===== config.mk =====
export PLATFORM = sky130hd
export DESIGN_NAME = bsn_framer
export DESIGN_NICKNAME = d
export VERILOG_FILES = /design/src/rtl/bsnf_pkg.sv /design/src/rtl/bsnf_regs.sv /design/src/rtl/bsnf_ctrl.sv /design/src/rtl/bsnf_count.sv /design/src/rtl/bsn_framer.sv
export SDC_FILE = /design/constraint.sdc
export NUM_CORES = 1
export LEC_CHECK = 0
export ABC_AREA = 1
export BUFFER_PORTS_ARGS = -buffer_cell sky130_fd_sc_hd__buf_2
export CAP_MARGIN = 10
export CORE_ASPECT_RATIO = 0.8
export CORE_MARGIN = 2
export CORE_UTILIZATION = 51
export DETAILED_ROUTE_END_ITERATION = 10
export GPL_TIMING_DRIVEN = 0
export PLACE_DENSITY = 0.69
export SYNTH_ARGS = -nofsm -noshare
export SYNTH_HDL_FRONTEND = slang
export SYNTH_SLANG_ARGS = --single-unit

===== constraint.sdc =====
create_clock -name clk -period 2.9 [get_ports clk]
set_input_delay 0.58 -clock clk [delete_from_list [all_inputs] [get_ports clk]]
set_output_delay 0.58 -clock clk [all_outputs]
set_load 0.05 [all_outputs]

===== src/rtl/bsnf_pkg.sv =====
package bsnf_pkg;
  localparam int BSN_W  = 64;
  localparam int WORD_W = 32;

  typedef logic [BSN_W-1:0]  bsn_t;
  typedef logic [WORD_W-1:0] word_t;

  typedef enum logic [1:0] {
    A_CTRL   = 2'd0,
    A_INTV   = 2'd1,
    A_BSN_LO = 2'd2,
    A_BSN_HI = 2'd3
  } reg_addr_e;

  // next sequence number
  function automatic bsn_t bsn_step(input bsn_t v);
    return v + bsn_t'(1);
  endfunction

  // last clock of a sync interval; lengths 0 and 1 wrap every clock
  function automatic logic intv_last(input word_t cnt, input word_t len);
    return (len <= word_t'(1)) ? 1'b1 : (cnt == len - word_t'(1));
  endfunction
endpackage


===== src/rtl/bsnf_regs.sv =====
module bsnf_regs
  import bsnf_pkg::*;
(
  input  logic        clk,
  input  logic        rst_n,
  input  logic        mm_wr,
  input  logic        mm_rd,
  input  logic [1:0]  mm_addr,
  input  word_t       mm_wdata,
  input  bsn_t        cur_bsn,
  output word_t       mm_rdata,
  output logic        wr_ctrl,
  output logic        cfg_en,
  output logic        cfg_pps,
  output word_t       cfg_intv,
  output bsn_t        init_bsn
);
  word_t lo_stage, hi_snap;
  reg_addr_e a;

  assign a       = reg_addr_e'(mm_addr);
  assign wr_ctrl = mm_wr && (a == A_CTRL);

  always_ff @(posedge clk) begin
    if (!rst_n) begin
      cfg_en   <= 1'b0;
      cfg_pps  <= 1'b0;
      cfg_intv <= '0;
      init_bsn <= '0;
      lo_stage <= '0;
      hi_snap  <= '0;
      mm_rdata <= '0;
    end else begin
      if (mm_wr) begin
        case (a)
          A_CTRL:   begin cfg_en <= mm_wdata[0]; cfg_pps <= mm_wdata[1]; end
          A_INTV:   cfg_intv <= mm_wdata;
          A_BSN_LO: lo_stage <= mm_wdata;
          A_BSN_HI: init_bsn <= {mm_wdata, lo_stage};
          default:  ;
        endcase
      end
      if (mm_rd) begin
        case (a)
          A_CTRL:   mm_rdata <= {30'b0, cfg_pps, cfg_en};
          A_INTV:   mm_rdata <= cfg_intv;
          A_BSN_LO: begin
            mm_rdata <= cur_bsn[WORD_W-1:0];
            hi_snap  <= cur_bsn[BSN_W-1:WORD_W];
          end
          A_BSN_HI: mm_rdata <= hi_snap;
          default:  ;
        endcase
      end
    end
  end

  // staging the low word leaves the committed value untouched
  a_r2_low_stages: assert property (@(posedge clk) disable iff (!rst_n)
    (mm_wr && a == A_BSN_LO) |=> $stable(init_bsn));
endmodule


===== src/rtl/bsnf_ctrl.sv =====
module bsnf_ctrl
  import bsnf_pkg::*;
#(
  parameter int BLK_LEN = 1024
) (
  input  logic  clk,
  input  logic  rst_n,
  input  logic  pps_in,
  input  logic  wr_ctrl,
  input  logic  cmd_en,
  input  logic  cmd_pps,
  input  logic  cfg_en,
  input  word_t cfg_intv,
  output logic  start_evt,
  output logic  blk_end,
  output logic  sop,
  output logic  sync,
  output logic  active
);
  localparam int CNT_W = (BLK_LEN > 1) ? $clog2(BLK_LEN) : 1;
  localparam logic [CNT_W-1:0] LAST = CNT_W'(BLK_LEN - 1);

  logic pps_d, armed_q, run_q, pend_q;
  logic [CNT_W-1:0] blk_cnt;
  word_t int_cnt;

  // named internal events
  logic pps_rise, go_now, go_pps, int_wrap;
  assign pps_rise  = pps_in & ~pps_d;
  assign go_now    = wr_ctrl & cmd_en & ~cmd_pps;
  assign go_pps    = armed_q & pps_rise & ~wr_ctrl;
  assign start_evt = ~run_q & (go_now | go_pps);
  assign blk_end   = run_q & (blk_cnt == LAST);
  assign sop       = run_q & (blk_cnt == '0);
  assign int_wrap  = run_q & intv_last(int_cnt, cfg_intv);
  assign sync      = sop & pend_q;
  assign active    = run_q;

  always_ff @(posedge clk) begin
    if (!rst_n) begin
      pps_d   <= 1'b0;
      armed_q <= 1'b0;
      run_q   <= 1'b0;
      pend_q  <= 1'b0;
      blk_cnt <= '0;
      int_cnt <= '0;
    end else begin
      pps_d <= pps_in;
      if (wr_ctrl)        armed_q <= cmd_en & cmd_pps & ~run_q;
      else if (start_evt) armed_q <= 1'b0;

      if (start_evt)               run_q <= 1'b1;
      else if (blk_end && !cfg_en) run_q <= 1'b0;

      if (start_evt)  blk_cnt <= '0;
      else if (run_q) blk_cnt <= blk_end ? '0 : blk_cnt + 1'b1;

      if (start_evt)  int_cnt <= '0;
      else if (run_q) int_cnt <= int_wrap ? '0 : int_cnt + word_t'(1);

      if (start_evt)     pend_q <= 1'b1;
      else if (sop)      pend_q <= int_wrap;
      else if (int_wrap) pend_q <= 1'b1;
    end
  end

  // an armed source is never running
  a_r7_armed_idle: assert property (@(posedge clk) disable iff (!rst_n)
    armed_q |-> !run_q);
  // the first block after a start is flagged
  a_r6_first_sync: assert property (@(posedge clk) disable iff (!rst_n)
    start_evt |=> (sop && sync));
  // a pulse inside a running block does not start a new one
  a_r8_no_realign: assert property (@(posedge clk) disable iff (!rst_n)
    (run_q && pps_rise && !blk_end) |=> !sop);
  // a disabled source halts at the block boundary
  a_r9_stop_at_end: assert property (@(posedge clk) disable iff (!rst_n)
    (blk_end && !cfg_en) |=> !run_q);
endmodule


===== src/rtl/bsnf_count.sv =====
module bsnf_count
  import bsnf_pkg::*;
(
  input  logic clk,
  input  logic rst_n,
  input  logic start_evt,
  input  logic blk_end,
  input  logic cfg_en,
  input  bsn_t init_bsn,
  output bsn_t cur_bsn
);
  always_ff @(posedge clk) begin
    if (!rst_n)                 cur_bsn <= '0;
    else if (start_evt)         cur_bsn <= init_bsn;
    else if (blk_end && cfg_en) cur_bsn <= bsn_step(cur_bsn);
  end
endmodule


===== src/rtl/bsn_framer.sv =====
module bsn_framer
  import bsnf_pkg::*;
#(
  parameter int BLK_LEN = 1024
) (
  input  logic        clk,
  input  logic        rst_n,
  input  logic        pps_in,
  input  logic        mm_wr,
  input  logic        mm_rd,
  input  logic [1:0]  mm_addr,
  input  logic [31:0] mm_wdata,
  output logic [31:0] mm_rdata,
  output logic        blk_sop,
  output logic        blk_sync,
  output logic        blk_active,
  output logic [63:0] blk_bsn
);
  logic  wr_ctrl, cfg_en, cfg_pps, start_evt, blk_end;
  word_t cfg_intv;
  bsn_t  init_bsn, cur_bsn;

  bsnf_regs u_regs (
    .clk(clk), .rst_n(rst_n), .mm_wr(mm_wr), .mm_rd(mm_rd), .mm_addr(mm_addr),
    .mm_wdata(mm_wdata), .cur_bsn(cur_bsn), .mm_rdata(mm_rdata),
    .wr_ctrl(wr_ctrl), .cfg_en(cfg_en), .cfg_pps(cfg_pps),
    .cfg_intv(cfg_intv), .init_bsn(init_bsn)
  );

  bsnf_ctrl #(.BLK_LEN(BLK_LEN)) u_ctrl (
    .clk(clk), .rst_n(rst_n), .pps_in(pps_in), .wr_ctrl(wr_ctrl),
    .cmd_en(mm_wdata[0]), .cmd_pps(mm_wdata[1]), .cfg_en(cfg_en),
    .cfg_intv(cfg_intv), .start_evt(start_evt), .blk_end(blk_end),
    .sop(blk_sop), .sync(blk_sync), .active(blk_active)
  );

  bsnf_count u_count (
    .clk(clk), .rst_n(rst_n), .start_evt(start_evt), .blk_end(blk_end),
    .cfg_en(cfg_en), .init_bsn(init_bsn), .cur_bsn(cur_bsn)
  );

  assign blk_bsn = cur_bsn;

  // the first block carries the committed starting number
  a_r4_first_bsn: assert property (@(posedge clk) disable iff (!rst_n)
    start_evt |=> (blk_bsn == $past(init_bsn)));
  // each continued block steps by one, carry included
  a_r4_step: assert property (@(posedge clk) disable iff (!rst_n)
    (blk_end && cfg_en) |=> (blk_sop && blk_bsn == $past(blk_bsn) + 64'd1));
  // a start always opens a block on the next cycle
  a_r3_start_sop: assert property (@(posedge clk) disable iff (!rst_n)
    start_evt |=> (blk_active && blk_sop));
endmodule


**After elaboration in Yosys (flattened, before gate mapping)**

Cells that the tools add are included.
W data, S select, Z words.

- Add/subtract/negate cells: 4
- Order comparisons: 1
- Eq/ne operators: 5
- Muxes and demuxes: 13
- Bitwise gates (word level): 18
- Reduce and logical (&&, ||, !) cells: 16

Operator list:

| operator | count |
|---|---|
| $mux W64 | 2 |
| $pmux W32 S4 | 1 |
| $add A64 B1 Y64 const B | 1 |
| $add A32 B1 Y32 const B | 1 |
| $eq A32 B32 Y1 | 1 |
| $le A32 B1 Y1 const B | 1 |
| $mux W32 | 1 |
| $sub A32 B1 Y32 const B | 1 |
| $and A1 B1 Y1 | 12 |
| $add A10 B1 Y10 const B | 1 |
| $eq A10 B10 Y1 const B | 1 |
| $logic_not A10 Y1 | 1 |
| $mux W10 | 1 |
| $reduce_and A2 Y1 | 5 |
| $mux W1 | 8 |
| $reduce_bool A2 Y1 | 3 |
| $not A1 Y1 | 5 |
| $eq A2 B2 Y1 const B | 2 |
| $logic_and A1 B1 Y1 | 3 |
| $reduce_bool A3 Y1 | 1 |
| $eq A2 B1 Y1 const B | 1 |
| $logic_not A2 Y1 | 1 |
| $reduce_or A2 Y1 | 1 |
| $logic_not A1 Y1 | 1 |
| $or A1 B1 Y1 | 1 |

- Bits in registers: 304
- Input port bits: 39
- Output and inout port bits: 99
- Logic and storage cells: 71

**Depth between registers and ports, before layout**

- Word-level depth: 8
- Gate-level depth with buffers: 19

**Modules after synthesis**

Synthesis repeated with hierarchy kept, for this count alone.

- Cells, all modules: 2472
- Area, all modules: 16419.5 um^2

Modules (own cells, without submodules):

| module | times used | cells an instance | area each (um^2) | seq. area each (um^2) |
|---|---|---|---|---|
| bsnf_regs | 1 | 1016 | 7692.4 | 3883.7 |
| bsnf_count | 1 | 820 | 4909.7 | 1281.2 |
| bsnf_ctrl | 1 | 636 | 3817.4 | 920.9 |

**Worst setup path after synthesis**

No wires, ideal clock.

- Kind: flip-flop to output port
- Start: register u_ctrl.run_q, in the netlist u_ctrl.active
- End: output blk_sync
- Arrival time: 2.674 ns
- Slack: -0.354 ns
- Stages on the path, launching flop included: 7
- Cell sequence: dfxtp_1 > clkinv_1 > nor2_1 > nand2_1 > nor2_1 > inv_1 > nor2_1

- Cells in the longest elaborated chain, start to end: 2

RTL lines:

| what | line | text |
|---|---|---|
| start, declared | bsnf_ctrl.sv:23 | `logic pps_d, armed_q, run_q, pend_q;` |
| start signal, assigned | bsnf_ctrl.sv:43 | `run_q <= 1'b0;` |
| start signal, assigned | bsnf_ctrl.sv:52 | `if (start_evt) run_q <= 1'b1;` |
| start signal, assigned | bsnf_ctrl.sv:53 | `else if (blk_end && !cfg_en) run_q <= 1'b0;` |
| $and A1 B1 Y1 | bsnf_ctrl.sv:34 | `assign sop = run_q & (blk_cnt == '0);` |
| via blk_sop | bsn_framer.sv:14 | `output logic blk_sop,` |
| $and A1 B1 Y1 | bsnf_ctrl.sv:36 | `assign sync = sop & pend_q;` |
| end, declared | bsn_framer.sv:15 | `output logic blk_sync,` |

The timed path passes the listed nets, and every way through them passes these cells.

**Worst setup path after layout**

- Start: register u_count.cur_bsn[2]
- End: register u_count.cur_bsn[53]

- Cells in the longest elaborated chain, start to end: 3

RTL lines:

| what | line | text |
|---|---|---|
| start, declared | bsnf_count.sv:10 | `output bsn_t cur_bsn` |
| start signal, assigned | bsnf_count.sv:14 | `else if (start_evt) cur_bsn <= init_bsn;` |
| start signal, assigned | bsnf_count.sv:15 | `else if (blk_end && cfg_en) cur_bsn <= bsn_step(cur_bsn);` |
| $add A64 B1 Y64 | bsnf_pkg.sv:17 | `return v + bsn_t'(1);` |
| $mux W64 | bsnf_count.sv:15 |  |
| $mux W64 | bsnf_count.sv:14 |  |

No other way between the ends. The select of a mux whose other input is x is not followed.
A chain may end at the register's enable or synchronous reset.

==> impl_metrics.tcl <==
set metrics [dict create \
    critPathTopFamily "simple AND/OR/NAND/NOR gates" \
    yosys_warnings 0 \
    first_global_vias 14400 \
    powerDensity_mw_per_mm2 566 \
    dr.first_iter.drc_count 2048 \
    path_class "flop to flop" \
    path_depth 11 \
    portBuffers 136 \
    critical_path_buf_inv_count 0 \
    routabilityCongestion 1.02 \
    drive_above_1_share_pct 11.4 \
    synth-async-reset-ratio_pct 0 \
    cts_root_buffer "clkbuf_16" \
    path_max_fanout 6 \
    irDropWorstVdd_mv 0.465 \
    avgRoutedWirePerCell_um 22.7 \
    rrSetupSlack_ps 120 \
    avgSynthCellArea_um2 6.94 \
    status "finished, final reports clean" \
    relSlewSlack_pct 32.9 \
    clock-sinks 304 \
    clk_pin_slew_worst_paths_ps 60 \
    max_cap_viol_count 0 \
    rsz0062_at_grt "no" \
    vias_per_cell 5.88 \
    synth_fp_nets 2247 \
    yosys_most_used_dff "dfxtp_1" \
    cts_tree "built" \
    ios 138 \
    drcViolationCount 0 \
    nNetsFinal 2421 \
    antenna_found_initial 0 \
    cp.arrival_ps 3180 \
    holdWs_ps 248 \
    netlist_area_mm2 0.0153 \
    area_delta_synth_final_pct 15.7 \
    die_w_um 197 \
    setup_viol 0 \
    p_leak_nw 7.01 \
    ys_ff_latch 304 \
    grt_usage_pct 39.2 \
    worst_slew_pin_slew_ps 1000 \
    vias 16300 \
    end_kind "flop" \
    post-route-period-util_pct 95.8 \
    start_util_pct 52.0 \
    first_pass_iters 6 \
    grt_pass1_wl_um 90900 \
    syn_inst 2202 \
    startpoint "u_count.cur_bsn[2]$_SDFFE_PN0P_" \
    hold_class "input pin to flop" \
    design.die.area_mm2 0.0314 \
    max_freq_mhz 360 \
    dpl-instance-area_mm2 0.0164 \
    place_hpwl_um 50000 \
    skew_ps 21.0 \
    startpoint_type "flop" \
    synth_edf_count 0 \
    required_ps 3300 \
    core_mm2 0.0294 \
    finalHoldViolCount 0 \
    ys_types 43 \
    critPathSlowestCell "dfxtp_1" \
    rr_worst_depth 11 \
    rows 56 \
    insertion_delay_ps 540 \
    cpMostUsedCell "nor2_1" \
    path_cells "nand3_2, nor2_2, nand2_1, nor2_1, nand2_1, nor2_4, nand4_1, nor2_1, xor2_1, a21oi_1, nor2_1" \
    antenna_cells 0 \
    r2r_start "u_count.cur_bsn[2]$_SDFFE_PN0P_" \
    chipHeight_um 159 \
    cts_hold_buf 0 \
    reg2reg_to "u_count.cur_bsn[53]$_SDFFE_PN0P_" \
    hold_depth 3 \
    slew_violations 0 \
    min_period_ps 2780 \
    clockBufferDepth 3 \
    ys_seq_area_share_pct 39.9 \
    slowest_delay_ps 530 \
    cts_buffers 34 \
    drt_wl_total_um 62900 \
    endpoint "u_count.cur_bsn[53]$_SDFFE_PN0P_" \
    final_area_mm2 0.0177 \
    h-tree-depth 2 \
    grt.overflow.total 0 \
    grt_max_degree 14 \
    ant_nets 0 \
]
-- what timing repair did --
| action | 4_1_cts | 5_1_grt |
|---|---|---|
| resized for setup | 0 | 8 |
| buffers inserted | 0 | 2 |
| endpoints found under the setup margin | 0 | 35 |
-- power by group --
part	internal [mW]	total, mW	leakage, nW	switching, mW
Combinational	0.266	1.02	3.96	0.749
Sequential	4.26	4.33	2.46	0.0649
Clock	2.79	4.67	0.589	1.87
-- stage by stage --
step	worst slack (ps)	power (mW)	std cells	TNS (ps)	utilization, %
after floorplan	106	5.01	2202	0	-
after global placement	-23.1	5.35	2715	-23.1	56.0
after detailed placement	8.70	5.36	2715	0	56.0
after CTS	0.632	9.93	2773	0	60.0
after global routing	22.3	10.3	2775	0	60.2
final	123	10.0	2775	0	60.2
-- cells in the final DEF (no fill, tap or decap), drive strengths merged --
cell type  Yosys  layout
xor2          98      98
o211ai        14      14
bufinv         0       5
o21bai         2       2
nand4         40      40
nand3b         1       1
nor3          34      34
a31oi         21      21
a211oi         1       1
clkbuf        92     135
xnor2         18      18
o22ai         25      25
o32ai          1       1
o221ai        32      32
nor4          12      12
ha             6       6
or2            3       3
and3           1       1
o21ai         99      99
inv          242     243
a2111o         1       1
nor3b          4       4
buf           18     156
o31ai          1       1
nor2         224     224
nand2        538     538
dfxtp        304     304
and2           1       1
nand3        146     146
clkinv         1      10
a21oi        222     222
-- metal layers --
| metal | wire, um | vias to the layer above | share of wire (%) | global-route usage, % |
|---|---|---|---|---|
| li1 | - | 7542 | - | - |
| met1 | 27700 | 7628 | 44 | 59.5 |
| met2 | 24100 | 1029 | 38 | 52.4 |
| met3 | 9270 | 113 | 15 | 12.2 |
| met4 | 1830 | 0 | 2.9 | 10.7 |
| met5 | 0 | - | 0 | 0 |
-- worst min-delay path by stage --
stage,startpoint,to
final,pps_in,u_ctrl.pps_d$_SDFF_PN0_
after global routing,pps_in,u_ctrl.pps_d$_SDFF_PN0_
after CTS,pps_in,u_ctrl.pps_d$_SDFF_PN0_
after detailed placement,u_regs.cfg_pps$_SDFFE_PN0P_,u_regs.cfg_pps$_SDFFE_PN0P_
after global placement,u_regs.cfg_pps$_SDFFE_PN0P_,u_regs.cfg_pps$_SDFFE_PN0P_
after floorplan,u_regs.init_bsn[41]$_SDFFE_PN0P_,u_regs.init_bsn[41]$_SDFFE_PN0P_
-- state kept, by name (all words and copies together), names as in the netlist --
signal and flops:
u_ctrl.active 1, u_ctrl.blk_cnt 10, u_ctrl.int_cnt 32, u_regs.cfg_pps 1, u_count.cur_bsn 64, u_regs.mm_rdata 32, u_regs.init_bsn 64, u_regs.cfg_en 1
u_regs.hi_snap 32, u_regs.lo_stage 32, u_ctrl.armed_q 1, u_regs.cfg_intv 32, u_ctrl.pps_d 1, u_ctrl.pend_q 1
-- tightest hold or removal path, cell delays in order --
cell and delay (ps):
buf_2 100, nand2_1 50, inv_1 40
-- kinds of logic (layout without fill, tap and decap cells) --
family                     after synthesis  in the layout  share of synthesized area (%)
xor gates and xnor gates               116            116                           6.65
buffers and inverters                  353            549                           8.94
DFF                                    304            304                           39.9
adders and majority gates                6              6                          0.492
AOI/OAI and AO/OA                      419            419                           15.3
and+or+nand+nor                       1004           1004                           28.8
-- area by class of cell --
cell class	instances	area, um^2
buffer	110	453
clock buffer	43	956
clock inverter	15	233
fill	2888	11700
inverter	243	912
multi-input combinational	1545	7850
sequential	304	6090
tap	377	472
timing repair buffer	138	708
-- cell usage after synthesis, drive strengths merged (32+ instances only) --
library cell,count,area (um^2)
o221ai,32,280
xor2,98,858
nand4,40,275
nor3,34,214
dfxtp,304,6090
nand3,146,761
o21ai,99,495
a21oi,222,1110
inv,242,908
nor2,224,941
clkbuf,92,345
nand2,538,2050
(Power assumes the default switching activity.)
